<file path="config.mk">
export PLATFORM = sky130hd
export DESIGN_NAME = autocfg_responder
export DESIGN_NICKNAME = d
export VERILOG_FILES = /design/src/rtl/autocfg_pkg.sv /design/src/rtl/acfg_decode.sv /design/src/rtl/acfg_rom.sv /design/src/rtl/acfg_ctrl.sv /design/src/rtl/autocfg_responder.sv
export SDC_FILE = /design/constraint.sdc
export NUM_CORES = 1
export LEC_CHECK = 0
export ABC_CLOCK_PERIOD_IN_PS = 1900
export BUFFER_PORTS_ARGS = -buffer_cell sky130_fd_sc_hd__buf_2
export CAP_MARGIN = 15
export CELL_PAD_IN_SITES_DETAIL_PLACEMENT = 1
export CELL_PAD_IN_SITES_GLOBAL_PLACEMENT = 1
export CORE_ASPECT_RATIO = 0.8
export CORE_MARGIN = 2
export CORE_UTILIZATION = 32
export DETAILED_ROUTE_END_ITERATION = 10
export GPL_TIMING_DRIVEN = 0
export PLACE_DENSITY_LB_ADDON = 0.1
export SYNTH_ARGS = -nofsm -noshare
export SYNTH_HDL_FRONTEND = slang
export SYNTH_HIERARCHICAL = 1
export SYNTH_SLANG_ARGS = --single-unit
</file>
<file path="constraint.sdc">
create_clock -name clk -period 1.9 [get_ports clk]
set_input_delay 0.285 -clock clk [delete_from_list [all_inputs] [get_ports clk]]
set_output_delay 0.285 -clock clk [all_outputs]
set_load 0.005 [all_outputs]
</file>
<file path="src/rtl/autocfg_pkg.sv">
package autocfg_pkg;

   typedef enum logic [1:0] {
      ST_UNCFG  = 2'd0,
      ST_CONFIG = 2'd1,
      ST_SHUTUP = 2'd2
   } cfg_state_e;

   localparam int unsigned REG_W  = 8;
   localparam int unsigned NYB_W  = 4;
   localparam int unsigned IDX_W  = 6;

   function automatic logic [NYB_W-1:0] pick_nyb(input logic [REG_W-1:0] v,
                                                 input logic lo_half);
      return lo_half ? v[NYB_W-1:0] : v[REG_W-1:NYB_W];
   endfunction

endpackage

</file>
<file path="src/rtl/acfg_decode.sv">
module acfg_decode
   import autocfg_pkg::*;
#(
   parameter bit BUS32  = 1'b0,
   parameter int ADDR_W = 32
)(
   input  logic [ADDR_W-1:0] addr,
   output logic              sel,
   output logic              lo_half,
   output logic [IDX_W-1:0]  idx
);

   if (ADDR_W != 32) begin : g_bad_aw
      $error("acfg_decode: ADDR_W must be 32");
   end

   if (BUS32) begin : g_w32
      // window by A31..A24 only, pair stride 0x100
      always_comb begin
         sel     = (addr[31:24] == 8'hFF) && (addr[15:9] == 7'd0) && (addr[1:0] == 2'd0);
         lo_half = addr[8];
         idx     = addr[7:2];
      end
   end else begin : g_w16
      // 64 KB window at 0x00E8xxxx, pair stride 2
      always_comb begin
         sel     = (addr[31:16] == 16'h00E8) && (addr[15:8] == 8'd0) && !addr[0];
         lo_half = addr[1];
         idx     = addr[7:2];
      end
   end

endmodule

</file>
<file path="src/rtl/acfg_rom.sv">
module acfg_rom
   import autocfg_pkg::*;
#(
   parameter int                      NUM_REGS = 16,
   parameter logic [NUM_REGS*8-1:0]   DESC     = '0
)(
   input  logic [IDX_W-1:0] idx,
   input  logic             lo_half,
   output logic [NYB_W-1:0] nyb
);

   localparam int MAX_REGS = 1 << IDX_W;

   if (NUM_REGS < 1 || NUM_REGS > MAX_REGS) begin : g_bad_n
      $error("acfg_rom: NUM_REGS out of range");
   end

   logic [REG_W-1:0] logical;
   logic [NYB_W-1:0] raw;

   always_comb begin
      logical = '0;
      for (int i = 0; i < NUM_REGS; i++) begin
         if (idx == i[IDX_W-1:0]) logical = DESC[i*REG_W +: REG_W];
      end
   end

   always_comb begin
      raw = pick_nyb(logical, lo_half);
      nyb = (idx == '0) ? raw : ~raw;
   end

endmodule

</file>
<file path="src/rtl/acfg_ctrl.sv">
module acfg_ctrl
   import autocfg_pkg::*;
#(
   parameter int BASE_OFS = 'h48,
   parameter int SHUT_OFS = 'h4C
)(
   input  logic             clk,
   input  logic             rst_n,
   input  logic             cfg_in_n,
   input  logic             wr_stb,
   input  logic             sel,
   input  logic             lo_half,
   input  logic [IDX_W-1:0] idx,
   input  logic [NYB_W-1:0] wr_nyb,
   output logic             active,
   output logic             configured,
   output logic             shut_up,
   output logic [REG_W-1:0] base_addr,
   output logic             cfg_out_n
);

   localparam logic [IDX_W-1:0] BASE_I = IDX_W'(BASE_OFS >> 2);
   localparam logic [IDX_W-1:0] SHUT_I = IDX_W'(SHUT_OFS >> 2);

   if ((BASE_OFS % 4) != 0 || (SHUT_OFS % 4) != 0 || BASE_OFS == SHUT_OFS ||
       BASE_OFS > 'hFC || SHUT_OFS > 'hFC) begin : g_bad_ofs
      $error("acfg_ctrl: bad write register offsets");
   end

   cfg_state_e       state_q;
   logic [NYB_W-1:0] hi_q;
   logic [REG_W-1:0] base_q;
   logic             cout_n_q;
   logic             wr_hit;

   assign active = (state_q == ST_UNCFG) && !cfg_in_n;
   assign wr_hit = active && wr_stb && sel;

   always_ff @(posedge clk or negedge rst_n) begin
      if (!rst_n) begin
         state_q  <= ST_UNCFG;
         hi_q     <= '0;
         base_q   <= '0;
         cout_n_q <= 1'b1;
      end else if (wr_hit) begin
         if (idx == SHUT_I) begin
            state_q  <= ST_SHUTUP;
            cout_n_q <= 1'b0;
         end else if (idx == BASE_I && !lo_half) begin
            hi_q <= wr_nyb;
         end else if (idx == BASE_I && lo_half) begin
            base_q   <= {hi_q, wr_nyb};
            state_q  <= ST_CONFIG;
            cout_n_q <= 1'b0;
         end
      end
   end

   assign configured = (state_q == ST_CONFIG);
   assign shut_up    = (state_q == ST_SHUTUP);
   assign base_addr  = base_q;
   assign cfg_out_n  = cout_n_q;


   chain_release_chk: assert property (@(posedge clk) disable iff (!rst_n)
      $fell(cfg_out_n) |-> $past(wr_stb && !cfg_in_n));


   cfg_low_write_chk: assert property (@(posedge clk) disable iff (!rst_n)
      $rose(configured) |-> $past(wr_stb && lo_half));


   frozen_after_cfg_chk: assert property (@(posedge clk) disable iff (!rst_n)
      (configured || shut_up) |=> ($stable(base_addr) && $stable(configured) &&
                                   $stable(shut_up) && !cfg_out_n));

endmodule

</file>
<file path="src/rtl/autocfg_responder.sv">
module autocfg_responder
   import autocfg_pkg::*;
#(
   parameter bit                     BUS32    = 1'b0,
   parameter int                     NUM_REGS = 16,
   parameter logic [NUM_REGS*8-1:0]  DESC     = {(NUM_REGS*8){1'b0}},
   parameter int                     BASE_OFS = 'h48,
   parameter int                     SHUT_OFS = 'h4C
)(
   input  logic        clk,
   input  logic        rst_n,
   input  logic        cfg_in_n,
   input  logic [31:0] addr,
   input  logic        rd_stb,
   input  logic        wr_stb,
   input  logic [3:0]  wr_nyb,
   output logic [3:0]  rd_nyb,
   output logic        rd_oe,
   output logic        cfg_out_n,
   output logic [7:0]  base_addr,
   output logic        configured,
   output logic        shut_up
);

   if (BASE_OFS < NUM_REGS * 4 || SHUT_OFS < NUM_REGS * 4) begin : g_bad_map
      $error("autocfg_responder: write registers overlap descriptor table");
   end

   logic             sel, lo_half, active;
   logic [IDX_W-1:0] idx;
   logic [NYB_W-1:0] rom_nyb;
   logic [NYB_W-1:0] rd_q;
   logic             oe_q;

   acfg_decode #(.BUS32(BUS32), .ADDR_W(32)) u_dec (
      .addr(addr), .sel(sel), .lo_half(lo_half), .idx(idx));

   acfg_rom #(.NUM_REGS(NUM_REGS), .DESC(DESC)) u_rom (
      .idx(idx), .lo_half(lo_half), .nyb(rom_nyb));

   acfg_ctrl #(.BASE_OFS(BASE_OFS), .SHUT_OFS(SHUT_OFS)) u_ctrl (
      .clk(clk), .rst_n(rst_n), .cfg_in_n(cfg_in_n), .wr_stb(wr_stb),
      .sel(sel), .lo_half(lo_half), .idx(idx), .wr_nyb(wr_nyb),
      .active(active), .configured(configured), .shut_up(shut_up),
      .base_addr(base_addr), .cfg_out_n(cfg_out_n));

   always_ff @(posedge clk or negedge rst_n) begin
      if (!rst_n) begin
         oe_q <= 1'b0;
         rd_q <= '0;
      end else begin
         oe_q <= rd_stb && sel && active;
         rd_q <= rom_nyb;
      end
   end

   assign rd_oe  = oe_q;
   assign rd_nyb = rd_q;


   read_gated_chk: assert property (@(posedge clk) disable iff (!rst_n)
      rd_oe |-> $past(rd_stb && !cfg_in_n));


   chain_state_chk: assert property (@(posedge clk) disable iff (!rst_n)
      !cfg_out_n |-> (configured || shut_up));

endmodule

</file>
== After elaboration in Yosys (flattened, before gate mapping) ==
Index checks and enable logic that the tools add are counted.

* Eq/ne operators: 6
* Mux-type cells: 7
* Bitwise gates (word level): 2
* Reduce and logical (&&, ||, !) cells: 19

{| class="wikitable"
|+ Operators with widths
! operator !! count
|-
| $eq 16x8->1 const B || 1
|-
| $eq 6x5->1 const B || 2
|-
| $logic_and 1x1->1 || 9
|-
| $logic_not 8->1 || 1
|-
| $logic_not 6->1 || 1
|-
| $mux 2 || 3
|-
| $reduce_and 3->1 || 2
|-
| $mux 4 || 1
|-
| $reduce_and 4->1 || 1
|-
| $logic_not 1->1 || 3
|-
| $mux 1 || 3
|-
| $eq 2x1->1 const B || 1
|-
| $eq 2x2->1 const B || 1
|-
| $logic_not 2->1 || 1
|-
| $ne 2x1->1 const B || 1
|-
| $not 1->1 || 2
|-
| $reduce_bool 2->1 || 1
|}

* Register bits after elaboration: 20
* Bits of input ports: 41
* Output and inout port bits: 16
* Logic and storage cells: 40

== Logic depth before layout (Yosys ltp) ==
* Depth in word-level cells: 5
* Depth in mapped cells: 6
* Gate-level depth less buffers: 6

== Hierarchy ==
The synthesis kept the hierarchy.

{| class="wikitable"
|+ Modules (own cells, without submodules)
! module !! times used !! cells each !! area an instance (sq um) !! seq. area each (sq um)
|-
| acfg_ctrl || 1 || 43 || 663.1 || 376.6
|-
| autocfg_responder || 1 || 6 || 131.4 || 125.1
|-
| acfg_decode || 1 || 17 || 128.9 || 0.0
|-
| acfg_rom || 1 || 6 || 36.3 || 0.0
|}

== Least setup slack after synthesis ==
No wires, ideal clock.

* Path kind: input-to-reg
* Start: input port addr[20]
* End: register u_ctrl.base_q[7], in the netlist u_ctrl/base_addr[7]
* Library setup time: 125 ps
* Data arrival time: 1553 ps
* Data required time: 1775 ps
* Slack: 222 ps
* Stages on the path: 6
* Path buffers: 0
* Cell sequence: nor4bb_1 -> nand4_1 -> nor2_1 -> and4b_1 -> nand4_4 -> mux2_4

* Cells in the longest elaborated chain, start to end: 5

{| class="wikitable"
|+ Ends and longest elaborated chain
! element !! line !! text
|-
| start, declared || autocfg_responder.sv:13 || <nowiki>input logic [31:0] addr,</nowiki>
|-
| $eq 16x8->1 || acfg_decode.sv:27 || <nowiki>sel = (addr[31:16] == 16'h00E8) && (addr[15:8] == 8'd0) && !addr[0];</nowiki>
|-
| $logic_and 1x1->1 (2 in series) || acfg_decode.sv:27 ||
|-
| named net sel || autocfg_responder.sv:29 || <nowiki>logic sel, lo_half, active;</nowiki>
|-
| $logic_and 1x1->1 || acfg_ctrl.sv:37 || <nowiki>assign wr_hit = active && wr_stb && sel;</nowiki>
|-
| $reduce_and 4->1 (no line) || n/a ||
|-
| end signal, assigned || acfg_ctrl.sv:52 || <nowiki>base_q <= {hi_q, wr_nyb};</nowiki>
|-
| end, declared || acfg_ctrl.sv:32 || <nowiki>logic [REG_W-1:0] base_q;</nowiki>
|}

The timed path passes the listed nets, and every way through them passes these cells.
A chain may end at the register's enable or synchronous reset.

== Final worst setup path ==
* Start: input port addr[20]
* End: register u_ctrl.hi_q[1]

* Cells in the longest elaborated chain, start to end: 5

{| class="wikitable"
|+ Ends and longest elaborated chain
! element !! line !! text
|-
| $eq 16x8->1 || acfg_decode.sv:27 ||
|-
| $logic_and 1x1->1 (2 in series) || acfg_decode.sv:27 ||
|-
| named net sel || autocfg_responder.sv:29 ||
|-
| $logic_and 1x1->1 || acfg_ctrl.sv:37 ||
|-
| $reduce_and 3->1 (no line) || n/a ||
|-
| end signal, assigned || acfg_ctrl.sv:50 || <nowiki>hi_q <= wr_nyb;</nowiki>
|-
| end, declared || acfg_ctrl.sv:31 || <nowiki>logic [NYB_W-1:0] hi_q;</nowiki>
|}

The timed path passes the listed nets, and every way through them passes these cells.

==> summary.txt <==
Status: completed
# nets final: 168
Total GRT Usage: 13.87%
Starting density of the core: 34.18%
Vias per cell: 4.494
Final Hold Viols: 0
Fin area: 1318 sq um
CTS buffer count: 3
Pleak: 0.6993 nW
#FFs+latches synth: 20
Max Root-Sink Buffers: 2
Via Count: 737
Period utilization: 92.86%
Clock Power Share: 38.2%
Row count: 17
Sw Share: 19.52%
Cell Area, Synth: 959.7 sq um
Yosys top cell by area: dfrtp_1
Reg clk slew, reported paths: 70 ps
CTS tree: yes
Crit path kind: in -> reg
Core Area: 2808 sq um
Hold buffers post-CTS: 1
Setup TNS: 0 ps
PortBufs: 49
Worst Setup End Kind: register
Number of enable flip-flop cells after synthesis: 0
Number of global-route vias before repair: 780
Most numerous cell in the Yosys netlist: dfrtp_1
Worst endpoint required time: 2040 ps
Syn nets: 113
Crit Path Max Fanout: 4
Final Skew: 1.933 ps
Max-cap violations: 0
Final WL: 2128 um
Die X: 65.23 um
Cells after Synth: 72
Worst-margin pin slew: 425.7 ps
CP arrival: 1910 ps
Post-route minimum period: 1764 ps
CTS Sinks: 20
Layout cells sized above 1: 65.08%
CP startpoint kind: primary input
Die Height: 52.98 um
Total gr overflow: 0
Worst skew pair latency: 250 ps
Mean area per synthesized cell: 13.33 sq um
Worst Hold Class: in -> reg
Yosys warnings: 6
RSZ-0062 raised after global routing: false
Max rail drop VDD: 0.0004800 V
Synth top area cells: dfrtp_1 (50%), mux2_2 (13%), buf_4 (7.8%)
H-tree depth: 1
Initial antenna violation count: 0
Final routed DRC violation total: 0
P_sw: 0.1586 mW
Post-CTS sizing: 0
Initial DRC count: 5
Placed inst area: 1252 sq um
Pins Over Slew Limit: 0
Avg WL per Cell: 12.98 um
Reg power frac: 52.5%
Power Density: 616.6 nW/um^2
Setup-failing EPs final: 0
Post-synth top cells: dfrtp_1 (19), mux2_2 (11), buf_4 (10)
Die area: 3456 sq um
Detail Placement HPWL: 1727 um
Maximum clock rate: 0.5668 GHz
Combinational Power Share: 9.3%
Post-synth top flop: dfrtp_1
Yosys cell types: 24
Gpl congestion: 0.6449
Pin count of the biggest net entering global routing: 21
Sequential area share after synthesis: 52.28%
Layout area overhead: 37.29%
Headroom to the max-slew limit: 71.62%
Root buffer cell: clkbuf_8
Int Power: 0.6538 mW
Post-synthesis async set-or-reset flop share: 100.0%
Post-route antenna net violation count: 0
Area fraction of the dominant cell type after synthesis: 49.54%
Postcts setup bufs: 0
I/O pins: 57
Ant diodes: 0
First-pass GRT wire length: 3519 um
First drt pass iteration count: 3
==> area by class of cell <==
cell class,instances,area (sq um)
inverters,2,7.507
plain buffers,10,75.07
fillers,329,1490
repair buffers,50,255.2
well taps,38,47.55
flip-flops and latches,20,501.7
multi-input cells,40,375.4
clock buffers,4,55.05
==> path summary, 6_finish.rpt <==
path / from / endpoint / slack (ps) / cells past startpoint
min in group asynchronous: rst_n / u_ctrl/hi_q[1]$_DFFE_PN0P_ / 500 / 2
max in group asynchronous: rst_n / u_ctrl/cfg_out_n$_DFFE_PN1P_ / 1070 / 2
min reg2reg: u_ctrl/cfg_out_n$_DFFE_PN1P_ / u_ctrl/cfg_out_n$_DFFE_PN1P_ / 460 / 1
max reg2reg: u_ctrl/state_q[1]$_DFFE_PN0P_ / u_ctrl/base_addr[7]$_DFFE_PN0P_ / 450 / 3
min: rd_stb / rd_oe$_DFF_PN0_ / 270 / 2
max: addr[20] / u_ctrl/hi_q[1]$_DFFE_PN0P_ / 140 / 7
==> cells in the final DEF, fill, tap and decap left out <==
| cell type | n |
|---|---|
| nand4_1 | 1 |
| or2b_1 | 1 |
| dlygate4sd3_1 | 1 |
| buf_2 | 49 |
| nor4bb_1 | 2 |
| inv_1 | 2 |
| and4b_1 | 1 |
| nor4b_2 | 2 |
| and3_1 | 1 |
| nand3_1 | 2 |
| buf_4 | 10 |
| o31a_1 | 1 |
| nor4_1 | 3 |
| nand4_4 | 1 |
| nor2b_1 | 1 |
| nor4b_4 | 1 |
| nor3_4 | 1 |
| mux2_2 | 11 |
| o31ai_1 | 1 |
| mux2_4 | 1 |
| nor3_1 | 1 |
| dfstp_2 | 1 |
| nand2_1 | 2 |
| nand4_2 | 1 |
| nor2_1 | 5 |
| clkbuf_8 | 4 |
| dfrtp_1 | 19 |
==> critical path, cell delays in order <==
cell,delay [ps]
buf_2,100
nor4bb_1,280
nand4_1,140
nor2_1,230
nor4bb_1,320
nand4_2,230
mux2_2,330
==> through the flow <==
stage / cells / util (%) / hold WS (ps) / power, mW / worst slack, ps
2_1_floorplan: 72 / - / -10.59 / 0.4618 / 222.2
3_3_place_gp: 159 / 44.61 / 248.2 / 0.5070 / -96.01
3_5_place_dp: 159 / 44.61 / 249.2 / 0.5095 / -114.8
4_1_cts: 164 / 46.93 / 258.4 / 0.8308 / 143.2
5_1_grt: 164 / 46.93 / 263.2 / 0.8542 / 3.862
6_report: 164 / 46.93 / 265.6 / 0.8124 / 135.7
==> kinds of logic (layout without fill, tap and decap cells) <==
logic type,count (synthesis),count (layout),synth area share [%]
and+or+nand+nor,26,26,22.95
DFF,20,20,52.28
muxes,12,12,14.47
buffers and inverters,12,66,8.605
AOI/OAI and AO/OA,2,2,1.695
==> metal layers <==
| metal | share of wire, % | GRT usage, % | routed length, um |
|---|---|---|---|
| met2 | 49 | 24.83 | 1051 |
| met5 | 0 | 0 | 0 |
| met4 | 0.61 | 5.208 | 13 |
| met1 | 43 | 14.73 | 907 |
| met3 | 7.3 | 5.745 | 156 |
==> registers in the layout, indices dropped and copies added (netlist names) <==
name and count:
u_ctrl/state_q 2, u_ctrl/hi_q 4, rd_oe 1, u_ctrl/cfg_out_n 1, rd_nyb 4, u_ctrl/base_addr 8
==> power groups by stage <==
stage	sequential, mW	clock, mW	combinational (mW)
6_report	0.427	0.310	0.0752
5_1_grt	0.426	0.345	0.0828
4_1_cts	0.427	0.328	0.0766
3_5_place_dp	0.435	0	0.0748
3_3_place_gp	0.435	0	0.0724
2_1_floorplan	0.435	0	0.0268
Power figures use the tool's default switching activity.
